## src/rtl/sram_strobe_pkg.sv

```systemverilog
package sram_strobe_pkg;

   typedef struct packed {
      int wr_cycle;
      int wr_pulse;
      int ce_to_end;
      int addr_to_end;
      int data_setup;
      int rd_cycle;
      int addr_to_data;
      int oe_to_data;
      int bus_release;
   } mem_timing_t;

   typedef enum logic [2:0] {
      PH_IDLE,
      PH_WR_PULSE,
      PH_WR_TAIL,
      PH_RD_ACCESS,
      PH_RD_RELEASE
   } phase_e;

   function automatic int imax(input int a, input int b);
      return (a > b) ? a : b;
   endfunction

   function automatic int ns_to_cycles(input int ns, input int period_ns);
      int c;
      c = (ns + period_ns - 1) / period_ns;
      return (c < 1) ? 1 : c;
   endfunction

   function automatic mem_timing_t grade_timing(input int grade);
      mem_timing_t t;
      if (grade == 0) begin
         t.wr_cycle     = 45;
         t.wr_pulse     = 35;
         t.ce_to_end    = 35;
         t.addr_to_end  = 35;
         t.data_setup   = 25;
         t.rd_cycle     = 45;
         t.addr_to_data = 45;
         t.oe_to_data   = 22;
         t.bus_release  = 18;
      end else begin
         t.wr_cycle     = 55;
         t.wr_pulse     = 40;
         t.ce_to_end    = 40;
         t.addr_to_end  = 40;
         t.data_setup   = 25;
         t.rd_cycle     = 55;
         t.addr_to_data = 55;
         t.oe_to_data   = 25;
         t.bus_release  = 20;
      end
      return t;
   endfunction

endpackage

```

## src/rtl/sram_phase_counter.sv

```systemverilog
module sram_phase_counter #(
   parameter int CW = 4
) (
   input  logic          clk,
   input  logic          rst_n,
   input  logic          load,
   input  logic [CW-1:0] load_val,
   output logic          done
);

   logic [CW-1:0] cnt_q;

   always_ff @(posedge clk or negedge rst_n) begin
      if (!rst_n)              cnt_q <= '0;
      else if (load)           cnt_q <= load_val;
      else if (cnt_q != '0)    cnt_q <= cnt_q - 1'b1;
   end

   assign done = (cnt_q == '0);

   // a loaded phase never finishes in the cycle right after a load of a nonzero value
   a_r3_phase_runs: assert property (@(posedge clk) disable iff (!rst_n)
      (load && load_val != '0) |=> !done);

endmodule

```

## src/rtl/sram_dq_driver.sv

```systemverilog
module sram_dq_driver #(
   parameter int DW   = 8,
   parameter int N_HZ = 5
) (
   input  logic          clk,
   input  logic          rst_n,
   input  logic          take_wdata,
   input  logic [DW-1:0] wdata,
   input  logic          drive_d,
   input  logic          mem_oe_n,
   output logic [DW-1:0] dq_o,
   output logic          dq_oe
);

   localparam int HW = $clog2(N_HZ + 1);

   always_ff @(posedge clk or negedge rst_n) begin
      if (!rst_n) begin
         dq_o  <= '0;
         dq_oe <= 1'b0;
      end else begin
         if (take_wdata) dq_o <= wdata;
         dq_oe <= drive_d;
      end
   end

   // checker state: cycles that output enable has been high, saturating
   logic [HW-1:0] rel_q;
   always_ff @(posedge clk or negedge rst_n) begin
      if (!rst_n)                    rel_q <= HW'(N_HZ);
      else if (!mem_oe_n)            rel_q <= '0;
      else if (rel_q != HW'(N_HZ))   rel_q <= rel_q + 1'b1;
   end

   // never drive while the memory may drive
   a_r5_no_contention: assert property (@(posedge clk) disable iff (!rst_n)
      dq_oe |-> mem_oe_n);

   // driver turns on only after the release window has elapsed
   a_r8_release_gap: assert property (@(posedge clk) disable iff (!rst_n)
      dq_oe |-> (rel_q == HW'(N_HZ)));

endmodule

```

## src/rtl/sram_read_capture.sv

```systemverilog
module sram_read_capture #(
   parameter int DW = 8
) (
   input  logic          clk,
   input  logic          rst_n,
   input  logic          capture,
   input  logic [DW-1:0] dq_i,
   output logic          rsp_valid,
   output logic [DW-1:0] rsp_rdata
);

   always_ff @(posedge clk or negedge rst_n) begin
      if (!rst_n) begin
         rsp_valid <= 1'b0;
         rsp_rdata <= '0;
      end else begin
         rsp_valid <= capture;
         if (capture) rsp_rdata <= dq_i;
      end
   end

   // response is a single-cycle pulse
   a_r7_single_pulse: assert property (@(posedge clk) disable iff (!rst_n)
      rsp_valid |=> !rsp_valid);

endmodule

```

## src/rtl/sram_strobe_ctrl.sv

```systemverilog
module sram_strobe_ctrl
   import sram_strobe_pkg::*;
#(
   parameter int AW            = 18,
   parameter int DW            = 8,
   parameter int CLK_PERIOD_NS = 4,
   parameter int SPEED_GRADE   = 0
) (
   input  logic          clk,
   input  logic          rst_n,
   input  logic          req_valid,
   output logic          req_ready,
   input  logic          req_write,
   input  logic [AW-1:0] req_addr,
   input  logic [DW-1:0] req_wdata,
   output logic          rsp_valid,
   output logic [DW-1:0] rsp_rdata,
   output logic [AW-1:0] mem_addr,
   output logic [DW-1:0] mem_dq_o,
   input  logic [DW-1:0] mem_dq_i,
   output logic          mem_dq_oe,
   output logic          mem_ce_n,
   output logic          mem_we_n,
   output logic          mem_oe_n
);

   localparam mem_timing_t TIM = grade_timing(SPEED_GRADE);

   localparam int N_WP   = ns_to_cycles(imax(imax(TIM.wr_pulse, TIM.ce_to_end),
                                             imax(TIM.addr_to_end, TIM.data_setup)),
                                        CLK_PERIOD_NS);
   localparam int N_WC   = ns_to_cycles(TIM.wr_cycle, CLK_PERIOD_NS);
   localparam int N_TAIL = imax(N_WC - N_WP, 1);
   localparam int N_RD   = ns_to_cycles(imax(TIM.rd_cycle, imax(TIM.addr_to_data, TIM.oe_to_data)),
                                        CLK_PERIOD_NS);
   localparam int N_HZ   = ns_to_cycles(TIM.bus_release, CLK_PERIOD_NS);
   localparam int N_MAX  = imax(imax(N_WP, N_TAIL), imax(N_RD, N_HZ));
   localparam int CW     = $clog2(N_MAX + 1);

   generate
      if (CLK_PERIOD_NS < 1) begin : g_bad_period
         $error("CLK_PERIOD_NS must be at least 1");
      end
      if (SPEED_GRADE < 0 || SPEED_GRADE > 1) begin : g_bad_grade
         $error("SPEED_GRADE must be 0 or 1");
      end
      if (AW < 1 || DW < 1) begin : g_bad_width
         $error("AW and DW must be at least 1");
      end
   endgenerate

   phase_e        state_q, state_d;
   logic          cnt_load;
   logic [CW-1:0] cnt_val;
   logic          cnt_done;
   logic          accept;

   assign req_ready = (state_q == PH_IDLE);
   assign accept    = req_ready && req_valid;

   always_comb begin
      state_d  = state_q;
      cnt_load = 1'b0;
      cnt_val  = '0;
      unique case (state_q)
         PH_IDLE: begin
            if (req_valid) begin
               cnt_load = 1'b1;
               if (req_write) begin
                  state_d = PH_WR_PULSE;
                  cnt_val = CW'(N_WP - 1);
               end else begin
                  state_d = PH_RD_ACCESS;
                  cnt_val = CW'(N_RD - 1);
               end
            end
         end
         PH_WR_PULSE: begin
            if (cnt_done) begin
               state_d  = PH_WR_TAIL;
               cnt_load = 1'b1;
               cnt_val  = CW'(N_TAIL - 1);
            end
         end
         PH_WR_TAIL: begin
            if (cnt_done) state_d = PH_IDLE;
         end
         PH_RD_ACCESS: begin
            if (cnt_done) begin
               state_d  = PH_RD_RELEASE;
               cnt_load = 1'b1;
               cnt_val  = CW'(N_HZ - 1);
            end
         end
         PH_RD_RELEASE: begin
            if (cnt_done) state_d = PH_IDLE;
         end
         default: state_d = PH_IDLE;
      endcase
   end

   always_ff @(posedge clk or negedge rst_n) begin
      if (!rst_n) begin
         state_q  <= PH_IDLE;
         mem_ce_n <= 1'b1;
         mem_we_n <= 1'b1;
         mem_oe_n <= 1'b1;
         mem_addr <= '0;
      end else begin
         state_q  <= state_d;
         mem_ce_n <= !(state_d == PH_WR_PULSE || state_d == PH_RD_ACCESS);
         mem_we_n <= (state_d != PH_WR_PULSE);
         mem_oe_n <= (state_d != PH_RD_ACCESS);
         if (accept) mem_addr <= req_addr;
      end
   end

   sram_phase_counter #(.CW(CW)) u_counter (
      .clk      (clk),
      .rst_n    (rst_n),
      .load     (cnt_load),
      .load_val (cnt_val),
      .done     (cnt_done)
   );

   sram_dq_driver #(.DW(DW), .N_HZ(N_HZ)) u_driver (
      .clk        (clk),
      .rst_n      (rst_n),
      .take_wdata (accept && req_write),
      .wdata      (req_wdata),
      .drive_d    (state_d == PH_WR_PULSE || state_d == PH_WR_TAIL),
      .mem_oe_n   (mem_oe_n),
      .dq_o       (mem_dq_o),
      .dq_oe      (mem_dq_oe)
   );

   sram_read_capture #(.DW(DW)) u_capture (
      .clk       (clk),
      .rst_n     (rst_n),
      .capture   (state_q == PH_RD_ACCESS && cnt_done),
      .dq_i      (mem_dq_i),
      .rsp_valid (rsp_valid),
      .rsp_rdata (rsp_rdata)
   );

   // checker state: length of the current write-enable low run
   logic [CW-1:0] wlow_q;
   always_ff @(posedge clk or negedge rst_n) begin
      if (!rst_n)         wlow_q <= '0;
      else if (!mem_we_n) wlow_q <= wlow_q + 1'b1;
      else                wlow_q <= '0;
   end

   // ready only with all strobes idle
   a_r2_ready_idle: assert property (@(posedge clk) disable iff (!rst_n)
      req_ready |-> (mem_ce_n && mem_we_n && mem_oe_n));

   // write-enable low implies chip enable low
   a_r3_we_within_ce: assert property (@(posedge clk) disable iff (!rst_n)
      !mem_we_n |-> !mem_ce_n);

   // write ends on write-enable and chip enable rises with it
   a_r3_end_together: assert property (@(posedge clk) disable iff (!rst_n)
      $rose(mem_we_n) |-> mem_ce_n);

   // write pulse length
   a_r3_pulse_len: assert property (@(posedge clk) disable iff (!rst_n)
      $rose(mem_we_n) |-> (wlow_q == CW'(N_WP)));

   // address steady while the chip is selected
   a_r4_addr_stable: assert property (@(posedge clk) disable iff (!rst_n)
      (!mem_ce_n && $past(!mem_ce_n)) |-> $stable(mem_addr));

   // no write strobe during a read
   a_r6_read_no_we: assert property (@(posedge clk) disable iff (!rst_n)
      !mem_oe_n |-> mem_we_n);

endmodule

```

## config.mk

```make
export PLATFORM = sky130hd
export DESIGN_NAME = sram_strobe_ctrl
export DESIGN_NICKNAME = d
export VERILOG_FILES = /design/src/rtl/sram_strobe_pkg.sv /design/src/rtl/sram_phase_counter.sv /design/src/rtl/sram_dq_driver.sv /design/src/rtl/sram_read_capture.sv /design/src/rtl/sram_strobe_ctrl.sv
export SDC_FILE = /design/constraint.sdc
export NUM_CORES = 1
export LEC_CHECK = 0
export ABC_CLOCK_PERIOD_IN_PS = 2800
export BUFFER_PORTS_ARGS = -buffer_cell sky130_fd_sc_hd__clkbuf_2
export CAP_MARGIN = 10
export CORE_MARGIN = 8
export CORE_UTILIZATION = 47
export DETAILED_ROUTE_END_ITERATION = 12
export HOLD_SLACK_MARGIN = 0.03
export PLACE_DENSITY_LB_ADDON = 0.3
export SLEW_MARGIN = 40
export SYNTH_ARGS = -nofsm -noshare
export SYNTH_HDL_FRONTEND = slang
export SYNTH_SLANG_ARGS = --single-unit
```

## constraint.sdc

```tcl
create_clock -name clk -period 2.8 [get_ports clk]
set_clock_uncertainty 0.15 [all_clocks]
set_input_delay 0.14 -clock clk [delete_from_list [all_inputs] [get_ports clk]]
set_output_delay 0.14 -clock clk [all_outputs]
set_load 0.1 [all_outputs]
```

==> flow_summary.ini, run 1 <==
[die]
die_h_um = 79.15
rows = 23
start_util_pct = 47.89
core_area_mm2 = 0.003914
pin_count = 78
die_w_um = 79.15
die_area_mm2 = 0.006265

[clock_network]
clk_pin_slew_ns = 0.08
htreeDepth = 2
hold_buffers = 35
numClockSinks = 46
clockRootBuffer = clkbuf_8
worstSkewPairLatency_ns = 0.29
cts-resized-gates = 0
cts_tree = done
cts_buffers = 5
post_cts_buffers = 0
clock_path_buffers = 2

[global_route]
grt_max_degree = 29
grt_use_total_pct = 15.44
grt_overflow = 0
grt_pass1_vias = 1583
grt_pass1_wl_um = 7603
antenna_found_initial = 0

[critical_path]
reg2reg_setup_slack_ns = 0.42
worstPathMaxFanout = 10
crit_required_ns = 2.82
reg2reg_depth = 5
worstSetupEndpointType = register
worst-setup-path-type = reg2reg
crit_arrival_ns = 2.40
startpoint_type = register

[routing]
vias = 1559
avgRoutedWirePerCell_um = 15.24
drt_pass1_iterations = 4
routed_via_density = 5.111
detail-route-antenna-nets = 0
drtIter0Drc = 132
drc = 0
wl_um = 4647

[timing]
setup_viol = 0
finalHoldViolations = 0
worst_slew_pin_slew_ns = 0.6753
fin_crit_sh_pct = 85.02
min_period_ns = 2.381
fmax_mhz = 420.1
relSlewSlack_pct = 54.98
rsz0062_at_grt = false
slew_violations = 0
tns_ns = 0

[yosys]
ys_ff_latch = 46
synth_top_family_by_area = multiplexers
synthMuxAreaShare_pct = 20.43
synth.distinct_cells = 29
yosys_warnings = 0
synth_fa_ha_area_share_pct = 0.6676
syn_avg_cell_area_um2 = 13.58
synthCells = 138
synth_simple_gate_area_share_pct = 8.344
yosysSeqAreaShare_pct = 61.62
synth-xor-area-share_pct = 0.4673
synth_compound_area_share_pct = 6.075
synthesis.nets = 177
syn_area_mm2 = 0.001874

[layout]
drive_gt1_share_pct = 50.20
final_common_cell = clkbuf_2
fillCellCount = 288
seqCellArea_mm2 = 0.001155
multiInputGateArea_um2 = 684.4
diodes = 0
syn_to_final_growth_pct = 48.60
mostFrequentLayoutCells = 77 x clkbuf_2, 43 x dfrtp_1, 35 x dlygate4sd3_1
nNetsFinal = 293

[run]
drv_cap = 0

[placed_design]
dp_hpwl_um = 3204
port_buffers = 77
gp_congestion = 0.8026

[run_status]
status = completed

[worst_hold_path]
hold_depth = 4
hold_class = in2reg
-- worst max-delay path, stage by stage (launching register included) --
cell and delay, ns:
dfrtp_1 0.41, inv_1 0.10, ha_1 0.21, or3b_1 0.53, nor3_4 0.46, mux2_2 0.39
-- sequential cells by signal, summed over array words and instances, names as in the netlist --
name and count:
mem_addr 18, mem_ce_n 1, mem_oe_n 1, mem_we_n 1
state_q 3, u_capture.rsp_rdata 8, u_capture.rsp_valid 1, u_counter.cnt_q 4
u_driver.dq_o 8, u_driver.dq_oe 1
-- stage by stage --
stage / instances / setup slack [ns] / hold WS, ns / util (%) / cell area (µm²)
2_1_floorplan: 138 / 0.6685 / -0.3056 / - / 1879
3_3_place_gp: 262 / 0.5075 / 0.06272 / 59.49 / 2328
3_5_place_dp: 262 / 0.4495 / 0.05926 / 59.49 / 2328
4_1_cts: 305 / 0.4373 / 0.1161 / 71.16 / 2785
5_1_grt: 305 / 0.3096 / 0.1498 / 71.16 / 2785
6_report: 305 / 0.4193 / 0.1229 / 71.16 / 2785
-- logic make-up after synthesis --
| kind of cell | after synthesis |
|---|---|
| adders and majority gates | 1 |
| and+or+nand+nor | 27 |
| DFF | 46 |
| AOI/OAI and AO/OA | 18 |
| muxes | 34 |
| buffers and inverters | 11 |
| xor gates and xnor gates | 1 |
-- synth_stat cells, drive strengths merged --
library cell | n | area share [%]
clkbuf | 3 | 0.60
a211o | 1 | 0.47
a211oi | 1 | 0.40
a21oi | 7 | 1.9
a31o | 1 | 0.47
o22a | 2 | 0.93
or3b | 2 | 0.93
nor3b | 1 | 0.40
inv | 5 | 1.0
o21ai | 3 | 0.80
dfstp | 3 | 4.2
nor2b | 1 | 0.33
dfrtp | 43 | 57
nand3 | 1 | 0.27
a31oi | 2 | 0.67
nor2 | 6 | 1.2
and3 | 1 | 0.33
buf | 3 | 0.80
nand2b | 3 | 1.0
o32ai | 1 | 0.47
mux2 | 34 | 20
xnor2 | 1 | 0.47
nor4b | 1 | 0.47
nor3 | 5 | 1.9
nand2 | 4 | 0.80
ha | 1 | 0.67
or3 | 2 | 0.67
-- cell type report --
cell class / instances / share of cell area, %
flip-flops and latches: 46 / 41.46
multi-input cells: 81 / 24.57
clock inverters: 1 / 1.078
inverters: 5 / 0.6739
clock buffers: 7 / 2.740
well taps: 50 / 2.246
repair buffers: 115 / 27.22
-- metal layers --
metal	up-vias	share of wire (%)	GRT usage, %
met1	781	38	17.52
met4	0	1.3	5.000
met5	-	0	0
met3	6	8.2	7.111
met2	54	52	25.23
li1	718	-	-
-- path summary, 6_finish.rpt --
kind | start | endpoint
worst max-delay path | u_counter.cnt_q[0] | u_capture.rsp_rdata[6]
worst min register to register | u_driver.dq_o[4] | u_driver.dq_o[4]
worst max register to register | u_counter.cnt_q[0] | u_capture.rsp_rdata[6]
worst min-delay path | req_valid | u_counter.cnt_q[2]
min in group asynchronous | rst_n | u_counter.cnt_q[2]
max in group asynchronous | rst_n | mem_we_n
Power of run 1 is left out: the tool's default activity adds up to more than one toggle a clock period on the data nets, which glitch-free logic cannot reach.
==> run 2: changes to the inputs <==
--- a/config.mk
+++ b/config.mk
@@ -8,8 +8,10 @@
 export ABC_CLOCK_PERIOD_IN_PS = 2800
 export BUFFER_PORTS_ARGS = -buffer_cell sky130_fd_sc_hd__clkbuf_2
 export CAP_MARGIN = 10
+export CELL_PAD_IN_SITES_DETAIL_PLACEMENT = 2
+export CELL_PAD_IN_SITES_GLOBAL_PLACEMENT = 2
 export CORE_MARGIN = 8
-export CORE_UTILIZATION = 47
+export CORE_UTILIZATION = 30
 export DETAILED_ROUTE_END_ITERATION = 12
 export HOLD_SLACK_MARGIN = 0.03
 export PLACE_DENSITY_LB_ADDON = 0.3
==> run 2 against run 1 <==
  * Utilization down 26 points
  * Die area up 44%
  * Design area is 1.7% higher
  * Global-route usage shrank 1.4 points
  * Fmax fell by 0.44%
  * Critical endpoint unchanged
  * Hold slack better by 0.042 ns
==> flow_summary.ini, run 2 (synthesis results as in run 1) <==
[die]
start_util_pct = 30.21
die_h_um = 95.04
rows = 29
die_w_um = 95.04
die_area_mm2 = 0.009033
core_area_mm2 = 0.006205
pin_count = 78

[placed_design]
port_buffers = 77
dp_hpwl_um = 3828
gp_congestion = 0.7359

[global_route]
grt_pass1_wl_um = 9791
grt_use_total_pct = 14.06
antenna_found_initial = 1
grt_overflow = 0
grt_max_degree = 47
grt_pass1_vias = 1821

[routing]
routed_via_density = 4.611
vias = 1540
drt_pass1_iterations = 4
drtIter0Drc = 35
wl_um = 5954
avgRoutedWirePerCell_um = 17.83
drc = 0
detail-route-antenna-nets = 0

[timing]
finalHoldViolations = 0
setup_viol = 0
worst_slew_pin_slew_ns = 0.6754
fmax_mhz = 418.2
fin_crit_sh_pct = 85.40
relSlewSlack_pct = 54.87
tns_ns = 0
slew_violations = 0
rsz0062_at_grt = false
min_period_ns = 2.391

[layout]
drive_gt1_share_pct = 50.78
regMostFlops = mem_addr
seqCellArea_mm2 = 0.001155
multiInputGateArea_um2 = 684.4
nNetsFinal = 294
syn_to_final_growth_pct = 51.13
mostFrequentLayoutCells = 77 x clkbuf_2, 43 x dfrtp_1, 35 x dlygate4sd3_1
largestRegisters = mem_addr x18, u_capture.rsp_rdata x8, u_driver.dq_o x8
largest_reg_flops = 18
fillCellCount = 649
final_common_cell = clkbuf_2

[clock_network]
numClockSinks = 46
htreeDepth = 2
clock_path_buffers = 2
cts_buffers = 5
worstSkewPairLatency_ns = 0.30
cts_tree = done
clockRootBuffer = clkbuf_8
clk_pin_slew_ns = 0.09
post_cts_buffers = 0

[run_status]
status = completed

[run]
drv_cap = 0

[critical_path]
crit_required_ns = 2.84
startpoint_type = register
slowest_stage = or3b_1
worstSetupEndpointType = register
critPathBufInv = 1
worstPathCellList = inv_1, ha_1, or3b_1, nor3_4, mux2_2
max_stage_delay_ns = 0.53
worst-setup-path-type = reg2reg
crit_arrival_ns = 2.43
critPathTopFamily = simple AND/OR/NAND/NOR gates
worstPathMaxFanout = 10

[worst_hold_path]
hold_class = in2reg
## run 2: metal layers
layer  vias to the layer above  part of all wire (%)  GRT usage [%]
met5                         -                     0              0
met4                         0                  0.77          3.901
met3                         4                   7.6          5.354
met1                       771                    38          15.30
met2                        43                    54          24.97
li1                        722                     -              -
## run 2: final cells by class
cell class | instances | area share, %
multi-input cells | 81 | 24.16
flip-flops and latches | 46 | 40.77
repair buffers | 116 | 27.03
diodes | 1 | 0.08834
clock buffers | 6 | 2.562
well taps | 77 | 3.401
clock inverters | 2 | 1.325
inverters | 5 | 0.6625
## run 2: what timing repair did
action | CTS | global route
endpoints found under the hold margin | 77 | 0
resized for setup | 0 | 0
hold buffers | 35 | 0
## run 2: per-stage QoR
stage / util, % / hold WS (ns) / std cells / area (µm²) / setup slack, ns
5_1_grt: 45.65 / 0.2101 / 334 / 2833 / 0.2712
2_1_floorplan: - / -0.3056 / 138 / 1879 / 0.6685
4_1_cts: 45.61 / 0.1581 / 333 / 2830 / 0.3939
3_3_place_gp: 38.19 / 0.1271 / 290 / 2370 / 0.4623
6_report: 45.65 / 0.1646 / 334 / 2833 / 0.4087
3_5_place_dp: 38.19 / 0.1255 / 290 / 2370 / 0.4149
## run 2: path summary, 6_finish.rpt
kind                                             start  cells after the start  slack (ns)                endpoint
worst max-delay path                u_counter.cnt_q[0]                      5        0.41  u_capture.rsp_rdata[6]
worst max register to register      u_counter.cnt_q[0]                      5        0.41  u_capture.rsp_rdata[6]
worst min register to register  u_capture.rsp_rdata[3]                      1        0.36  u_capture.rsp_rdata[3]
worst min-delay path                         req_valid                      4        0.16      u_counter.cnt_q[2]
min in group asynchronous                        rst_n                      3        0.31          u_driver.dq_oe
max in group asynchronous                        rst_n                      3        1.79              state_q[0]
## run 2: worst min-delay path, delay by kind of cell
family / cells / cell delay (ns)
AOI/OAI and AO/OA: 2 / 0.19
buffers and inverters: 1 / 0.14
and+or+nand+nor: 1 / 0.10
Power of run 2 is left out for the same reason.
